**src/rtl/psg_src_pkg.sv**
```systemverilog
package psg_src_pkg;
  localparam int LFSR_W    = 17;
  localparam int LFSR_TAP  = 3;
  localparam int PRE_DIV   = 16;

  // one right shift of the noise register, feedback into the top bit
  function automatic logic [LFSR_W-1:0] lfsr_step(input logic [LFSR_W-1:0] cur);
    logic fb;
    fb = cur[0] ^ cur[LFSR_TAP];
    return {fb, cur[LFSR_W-1:1]};
  endfunction

  // active-low source enables: an "off" bit forces that term true
  function automatic logic mix_gate(input logic tone, input logic tone_off,
                                    input logic noise, input logic noise_off);
    return (tone | tone_off) & (noise | noise_off);
  endfunction
endpackage

```
**src/rtl/psg_prescaler.sv**
```systemverilog
module psg_prescaler #(
  parameter int DIV = 16
) (
  input  logic clk,
  input  logic rst_n,
  output logic tick_o
);
  localparam int CW = (DIV > 1) ? $clog2(DIV) : 1;
  localparam logic [CW-1:0] LAST = CW'(DIV - 1);

  logic [CW-1:0] pre_cnt;

  assign tick_o = (pre_cnt == LAST);

  always_ff @(posedge clk or negedge rst_n) begin
    if (!rst_n)      pre_cnt <= '0;
    else if (tick_o) pre_cnt <= '0;
    else             pre_cnt <= pre_cnt + 1'b1;
  end

  AST_TICK_ISOLATED: assert property (@(posedge clk) disable iff (!rst_n)
    tick_o |=> !tick_o);
endmodule

```
**src/rtl/psg_period_counter.sv**
```systemverilog
module psg_period_counter #(
  parameter int W = 12
) (
  input  logic         clk,
  input  logic         rst_n,
  input  logic         tick_i,
  input  logic [W-1:0] period_i,
  output logic         expire_o
);
  logic [W-1:0] cnt;
  logic [W:0]   next_cnt;
  logic [W-1:0] eff_period;

  // zero period is clamped to one
  function automatic logic [W-1:0] clamp_period(input logic [W-1:0] p);
    return (p == '0) ? W'(1) : p;
  endfunction

  assign eff_period = clamp_period(period_i);
  assign next_cnt   = {1'b0, cnt} + 1'b1;
  // ">=" lets a lowered period expire at once instead of wrapping
  assign expire_o   = tick_i && (next_cnt >= {1'b0, eff_period});

  always_ff @(posedge clk or negedge rst_n) begin
    if (!rst_n)        cnt <= '0;
    else if (expire_o) cnt <= '0;
    else if (tick_i)   cnt <= next_cnt[W-1:0];
  end

  AST_CNT_IDLE_NO_TICK: assert property (@(posedge clk) disable iff (!rst_n)
    !tick_i |=> $stable(cnt));
endmodule

```
**src/rtl/psg_noise_lfsr.sv**
```systemverilog
module psg_noise_lfsr
  import psg_src_pkg::*;
#(
  parameter int NP_W = 5
) (
  input  logic            clk,
  input  logic            rst_n,
  input  logic            tick_i,
  input  logic [NP_W-1:0] period_i,
  output logic            noise_o
);
  logic              step;
  logic [LFSR_W-1:0] lfsr;

  psg_period_counter #(.W(NP_W)) u_ncnt (
    .clk      (clk),
    .rst_n    (rst_n),
    .tick_i   (tick_i),
    .period_i (period_i),
    .expire_o (step)
  );

  always_ff @(posedge clk or negedge rst_n) begin
    if (!rst_n)    lfsr <= LFSR_W'(1);
    else if (step) lfsr <= lfsr_step(lfsr);
  end

  assign noise_o = lfsr[0];

  AST_LFSR_NEVER_ZERO: assert property (@(posedge clk) disable iff (!rst_n)
    lfsr != '0);
  AST_LFSR_HOLDS_OFF_STEP: assert property (@(posedge clk) disable iff (!rst_n)
    !step |=> $stable(lfsr));
  AST_LFSR_STEPS_ONLY_ON_TICK: assert property (@(posedge clk) disable iff (!rst_n)
    step |-> tick_i);
endmodule

```
**src/rtl/psg_tone_voice.sv**
```systemverilog
module psg_tone_voice #(
  parameter int TP_W = 12
) (
  input  logic            clk,
  input  logic            rst_n,
  input  logic            tick_i,
  input  logic [TP_W-1:0] period_i,
  output logic            tone_o
);
  logic flip;

  psg_period_counter #(.W(TP_W)) u_tcnt (
    .clk      (clk),
    .rst_n    (rst_n),
    .tick_i   (tick_i),
    .period_i (period_i),
    .expire_o (flip)
  );

  always_ff @(posedge clk or negedge rst_n) begin
    if (!rst_n)    tone_o <= 1'b0;
    else if (flip) tone_o <= ~tone_o;
  end

  AST_TONE_QUIET_OFF_TICK: assert property (@(posedge clk) disable iff (!rst_n)
    !tick_i |=> $stable(tone_o));
  AST_TONE_FLIPS_ON_EXPIRY: assert property (@(posedge clk) disable iff (!rst_n)
    flip |=> (tone_o != $past(tone_o)));
  AST_MIN_PERIOD_FLIPS: assert property (@(posedge clk) disable iff (!rst_n)
    (tick_i && period_i <= TP_W'(1)) |-> flip);
endmodule

```
**src/rtl/psg_sound_source.sv**
```systemverilog
module psg_sound_source
  import psg_src_pkg::*;
#(
  parameter int NCH   = 3,
  parameter int TP_W  = 12,
  parameter int NP_W  = 5,
  parameter int AMP_W = 4
) (
  input  logic                  clk,
  input  logic                  rst_n,
  input  logic [NCH*TP_W-1:0]   tone_period_i,
  input  logic [NP_W-1:0]       noise_period_i,
  input  logic [NCH-1:0]        tone_off_i,
  input  logic [NCH-1:0]        noise_off_i,
  input  logic [NCH*AMP_W-1:0]  amp_level_i,
  input  logic [NCH-1:0]        amp_env_sel_i,
  input  logic [AMP_W-1:0]      env_level_i,
  output logic [NCH-1:0]        tone_wave_o,
  output logic                  noise_bit_o,
  output logic [NCH*AMP_W-1:0]  dac_code_o
);
  logic tick;

  psg_prescaler #(.DIV(PRE_DIV)) u_pre (
    .clk    (clk),
    .rst_n  (rst_n),
    .tick_o (tick)
  );

  psg_noise_lfsr #(.NP_W(NP_W)) u_noise (
    .clk      (clk),
    .rst_n    (rst_n),
    .tick_i   (tick),
    .period_i (noise_period_i),
    .noise_o  (noise_bit_o)
  );

  for (genvar ch = 0; ch < NCH; ch++) begin : g_voice
    logic             mix;
    logic [AMP_W-1:0] amp;
    logic [AMP_W-1:0] code;

    psg_tone_voice #(.TP_W(TP_W)) u_tone (
      .clk      (clk),
      .rst_n    (rst_n),
      .tick_i   (tick),
      .period_i (tone_period_i[ch*TP_W +: TP_W]),
      .tone_o   (tone_wave_o[ch])
    );

    assign mix  = mix_gate(tone_wave_o[ch], tone_off_i[ch], noise_bit_o, noise_off_i[ch]);
    assign amp  = amp_env_sel_i[ch] ? env_level_i : amp_level_i[ch*AMP_W +: AMP_W];
    assign code = mix ? amp : '0;
    assign dac_code_o[ch*AMP_W +: AMP_W] = code;

    AST_TONE_LOW_SILENCES: assert property (@(posedge clk) disable iff (!rst_n)
      (!tone_off_i[ch] && !tone_wave_o[ch]) |-> (dac_code_o[ch*AMP_W +: AMP_W] == '0));
    AST_NOISE_LOW_SILENCES: assert property (@(posedge clk) disable iff (!rst_n)
      (!noise_off_i[ch] && !noise_bit_o) |-> (dac_code_o[ch*AMP_W +: AMP_W] == '0));
    AST_ENV_PASSES: assert property (@(posedge clk) disable iff (!rst_n)
      (tone_off_i[ch] && noise_off_i[ch] && amp_env_sel_i[ch])
        |-> (dac_code_o[ch*AMP_W +: AMP_W] == env_level_i));
    AST_FIXED_PASSES: assert property (@(posedge clk) disable iff (!rst_n)
      (tone_off_i[ch] && noise_off_i[ch] && !amp_env_sel_i[ch])
        |-> (dac_code_o[ch*AMP_W +: AMP_W] == amp_level_i[ch*AMP_W +: AMP_W]));
  end
endmodule

```
**config.mk**
```make
export PLATFORM = sky130hd
export DESIGN_NAME = psg_sound_source
export DESIGN_NICKNAME = d
export VERILOG_FILES = /design/src/rtl/psg_src_pkg.sv /design/src/rtl/psg_prescaler.sv /design/src/rtl/psg_period_counter.sv /design/src/rtl/psg_noise_lfsr.sv /design/src/rtl/psg_tone_voice.sv /design/src/rtl/psg_sound_source.sv
export SDC_FILE = /design/constraint.sdc
export NUM_CORES = 1
export LEC_CHECK = 0
export ABC_AREA = 1
export BUFFER_PORTS_ARGS = -buffer_cell sky130_fd_sc_hd__buf_4
export CORE_ASPECT_RATIO = 1.1
export CORE_MARGIN = 3
export CORE_UTILIZATION = 58
export CTS_CLUSTER_SIZE = 10
export DETAILED_ROUTE_END_ITERATION = 16
export PLACE_DENSITY = 0.82
export REMOVE_ABC_BUFFERS = 1
export SYNTH_ARGS = -nofsm -noshare
export SYNTH_HDL_FRONTEND = slang
export SYNTH_SLANG_ARGS = --single-unit
```
**constraint.sdc**
```tcl
create_clock -name clk -period 3.3 [get_ports clk]
set_input_delay 0 -clock clk [delete_from_list [all_inputs] [get_ports clk]]
set_output_delay 0 -clock clk [all_outputs]
set_load 0.05 [all_outputs]
```
==> metrics.sh <==
DRC_VIOLS=0
FIN_WORST_HOLD_SLACK_PS=281
P_PER_AREA_nW_PER_UM2=316
DIE-HEIGHT_UM=104
OUTCOME='completed'
ROUTED-VIA-COUNT=4715
IOPINCOUNT=84
WORST_SLEW_PIN_SLEW_PS=794
DETAILEDROUTE.FIRSTITERATIONVIOLATIONS=220
TIMING.FINAL.CRIT_PERIOD_PS=2760
PORT-BUFFER-COUNT=83
INSERTION_DELAY_PS=350
CRIT_PATH_LAUNCH_TYPE='flip-flop'
WORST_SETUP_PATH_ENDPOINT='u_noise.lfsr[0]'
GR-TOTAL-OVERFLOW=0
SEQCELLAREA_UM2=1630
SYNTH-MAIN-FF-CELL='sky130_fd_sc_hd__dfrtp_1'
INITIAL_UTILIZATION_PCT=60.3
ANT_NETS=0
SYNTH-EDFF-COUNT=0
FINCLKSKEW_PS=12.7
YOSYSMOSTFREQUENTCELL='sky130_fd_sc_hd__nand2_1'
POSTSYNTHREGISTERBITS=65
POST_SYNTH_MOST_FREQUENT_CELLS='sky130_fd_sc_hd__nand2_1, sky130_fd_sc_hd__inv_1, sky130_fd_sc_hd__dfrtp_1'
DIE_AREA_UM2=9960
PLACE_HPWL_UM=8700
POWER.STATIC_LEAKAGE_nW=3.40
R2R_CELLS=10
SYNTH.AVG_CELL_AREA_UM2=7.11
GRT_FIRST_PASS_WIRELENGTH_UM=19100
P_TOTAL_mW=1.88
CTS_SETUP_BUFFERS=0
NUMBER_OF_GLOBAL_ROUTE_VIAS_BEFORE_REPAIR=4371
CTS_RESIZED=0
TIMING.SETUP.CRITICAL_PATH_CLASS='flip-flop to flip-flop'
LAYOUT.FILLER_CELLS=715
DATA_REQUIRED_TIME_AT_THE_WORST_ENDPOINT_PS=3590
HOLD_VIOL=0
DIEWIDTH_UM=95.4
SYNTH_SEQUENTIAL_AREA_RATIO_PCT=31.9
SLOWEST_STAGE_CELL_CP='sky130_fd_sc_hd__nand4_2'
GRT_MAX_DEGREE=70
REGTOREGSETUPSLACK_PS=540
WORSTSETUPENDPOINTTYPE='flip-flop'
NUMBER_OF_WARNING_MESSAGES_IN_THE_YOSYS_LOG=0
R2R-END='u_noise.lfsr[0]'
DRT_FIRST_PASS_ITERS=7
TOTAL_NEGATIVE_SLACK_PS=0
WORSTSETUPSTARTPOINT='u_noise.u_ncnt.cnt[0]'
POST_ROUTE_CELLS_DRIVE_ABOVE_1_SHARE_PCT=15.4
SYN-CELL-AREA_UM2=5100
WORST_HOLD_PATH_TYPE='primary input to async pin'
GLOBALROUTETOTALUTIL_PCT=23.5
MULTIINPUTGATEAREA_UM2=2920
TIMING.FMAX_GHz=0.363
FLOW.AREA_GROWTH_FROM_SYNTHESIS_PCT=16.8
CRITICAL-PATH-MAX-STAGE-DELAY_PS=500
FINAL_NET_COUNT=910
CTS_TREE='yes'
GRT_SETUP_UNREPAIRED='false'
TIMING.CRITICAL_PATH.CELLS='ha_1 -> nand3_1 -> xor2_1 -> inv_1 -> ha_1 -> nand3_2 -> nand4_2 -> nand2_2 -> nand2_1 -> nand2_1'
DETAIL_ROUTE.VIAS_PER_CELL=5.17
TOTAL_OF_ENDPOINTS_WITH_NEGATIVE_SETUP_SLACK_IN_THE_FINAL_REPORT=0
GLOBAL_PLACEMENT_ROUTABILITY_CONGESTION=0.909
FINAL_DESIGN_AREA_NO_FILL_UM2=5960
PLACEMENT.CELL_AREA_UM2=5750
WORST-ENDPOINT-ARRIVAL_PS=3040
MAXCAPVIOLCOUNT=0
NUMBER_OF_ANTENNA_VIOLATIONS_AT_THE_FIRST_CHECK_IN_GLOBAL_ROUTING=0
CRIT_FANOUT=20
CLOCK_SINK_COUNT=65
SLEW_HEADROOM_PCT=47.0
ROUTED_WIRELENGTH_UM=11200
SYNTH_ASYNC_RESET_RATIO_PCT=100
LAYOUT_WORST_PATH_CYCLE_SHARE_PCT=83.5
TIMING_MAX_TRANSITION_VIOLATIONS_FINAL=0
YOSYS.AREA.TOP_TYPE='sky130_fd_sc_hd__dfrtp_1'
SYNTHDOMINANTCELLAREASHARE_PCT=31.4
CTS_HTREE_LEVELS=3
SYNTH_AREA_LEADERS='sky130_fd_sc_hd__dfrtp_1, sky130_fd_sc_hd__nand2_1, sky130_fd_sc_hd__ha_1'
FLOORPLAN.CORE_AREA_UM2=8450
SYN_INST=717
IRDROPWORSTVDD_mV=0.252
CTS_ROOT_BUF='sky130_fd_sc_hd__clkbuf_8'
NUM_ANTENNA_CELLS=0
CLK_PIN_SLEW_PS=80
CTS_BUFFERS=9
REGTOREGSTARTPOINT='u_noise.u_ncnt.cnt[0]'
FP-ROW-COUNT=35
CLK_PATH_BUF_DEPTH=2
NETLIST-CELL-TYPE-COUNT=40
AVGROUTEDWIREPERCELL_UM=12.3
[critical path, delay by kind of cell (launching register included)]
family,cells,cell delay [ps]
AND/OR/NAND/NOR,6,1430
adder cells (fa/ha/maj),2,580
flip-flops,1,460
XOR/XNOR,1,160
buffers and inverters,1,70
[cells by family after synthesis]
group	share of synthesized area, %
and+or+nand+nor	33.0
AOI/OAI and AO/OA	6.33
adders and majority gates	11.3
DFF	31.9
buffers and inverters	10.9
muxes	1.57
xor gates and xnor gates	4.98
[layout by cell type, fill, tap and decap left out, types with 2 or more instances in the layout]
cell type / instances
sky130_fd_sc_hd__nand4_1: 19
sky130_fd_sc_hd__and2_1: 2
sky130_fd_sc_hd__inv_1: 114
sky130_fd_sc_hd__clkbuf_8: 9
sky130_fd_sc_hd__xnor2_1: 10
sky130_fd_sc_hd__dfrtp_1: 64
sky130_fd_sc_hd__xor2_1: 19
sky130_fd_sc_hd__nand2_2: 3
sky130_fd_sc_hd__nor4_1: 2
sky130_fd_sc_hd__o21ai_0: 10
sky130_fd_sc_hd__nand3b_1: 3
sky130_fd_sc_hd__o22ai_1: 3
sky130_fd_sc_hd__a21oi_1: 30
sky130_fd_sc_hd__ha_1: 46
sky130_fd_sc_hd__nor2_1: 42
sky130_fd_sc_hd__clkinv_4: 2
sky130_fd_sc_hd__a21boi_0: 2
sky130_fd_sc_hd__nand2_1: 230
sky130_fd_sc_hd__nor2_4: 3
sky130_fd_sc_hd__nor3_1: 11
sky130_fd_sc_hd__nand3_1: 57
sky130_fd_sc_hd__nand3_2: 6
sky130_fd_sc_hd__mux2i_1: 8
sky130_fd_sc_hd__a31o_2: 2
sky130_fd_sc_hd__buf_4: 85
sky130_fd_sc_hd__nor2_2: 2
[area by class of cell]
cell class / instances / area share (%)
clock inverters: 6 / 1.15
well taps: 111 / 2.33
multi-input cells: 519 / 48.9
inverters: 115 / 7.24
flip-flops and latches: 65 / 27.3
clock buffers: 10 / 2.14
repair buffers: 86 / 10.9
[registers in the layout, indices dropped and copies added (netlist names)]
signal / count
u_pre.pre_cnt: 4
g_voice.u_tone.tone_o: 3
u_noise.u_ncnt.cnt: 5
g_voice.u_tone.u_tcnt.cnt: 36
u_noise.lfsr: 17
[how the worst min path moves through the flow]
stage / startpoint / to / depth (start not counted)
6_report: rst_n / g_voice[1].u_tone.u_tcnt.cnt[9] / 2
5_1_grt: rst_n / g_voice[1].u_tone.u_tcnt.cnt[9] / 2
4_1_cts: tone_period_i[23] / g_voice[1].u_tone.u_tcnt.cnt[9] / 8
3_5_place_dp: rst_n / g_voice[1].u_tone.u_tcnt.cnt[9] / 1
3_3_place_gp: rst_n / g_voice[1].u_tone.u_tcnt.cnt[9] / 1
2_1_floorplan: rst_n / g_voice[0].u_tone.tone_o / 0
[per-stage QoR]
stage                     utilization [%]  instances  setup slack (ps)
after floorplan                         -        699               524
after global placement               68.1        895               596
final                                70.5        912               543
after CTS                            70.5        912               520
after global routing                 70.5        912               197
after detailed placement             68.1        895               538
[routing by layer]
metal / share of wire (%) / track usage [%]
met2: 51 / 40.1
met5: 0 / 0
met4: 1.2 / 6.30
met1: 44 / 30.8
met3: 3.9 / 3.47
[power by group]
group	internal [mW]	switching, mW
Clock	0.353	0.323
Sequential	0.818	0.0263
Combinational	0.150	0.214
Total	1.32	0.563
[repair_timing]
item / 4_1_cts / 5_1_grt
setup endpoints to repair: 0 / 0
hold endpoints to repair: 64 / 0
hold buffers: 1 / 0
Power figures use the tool's default switching activity.
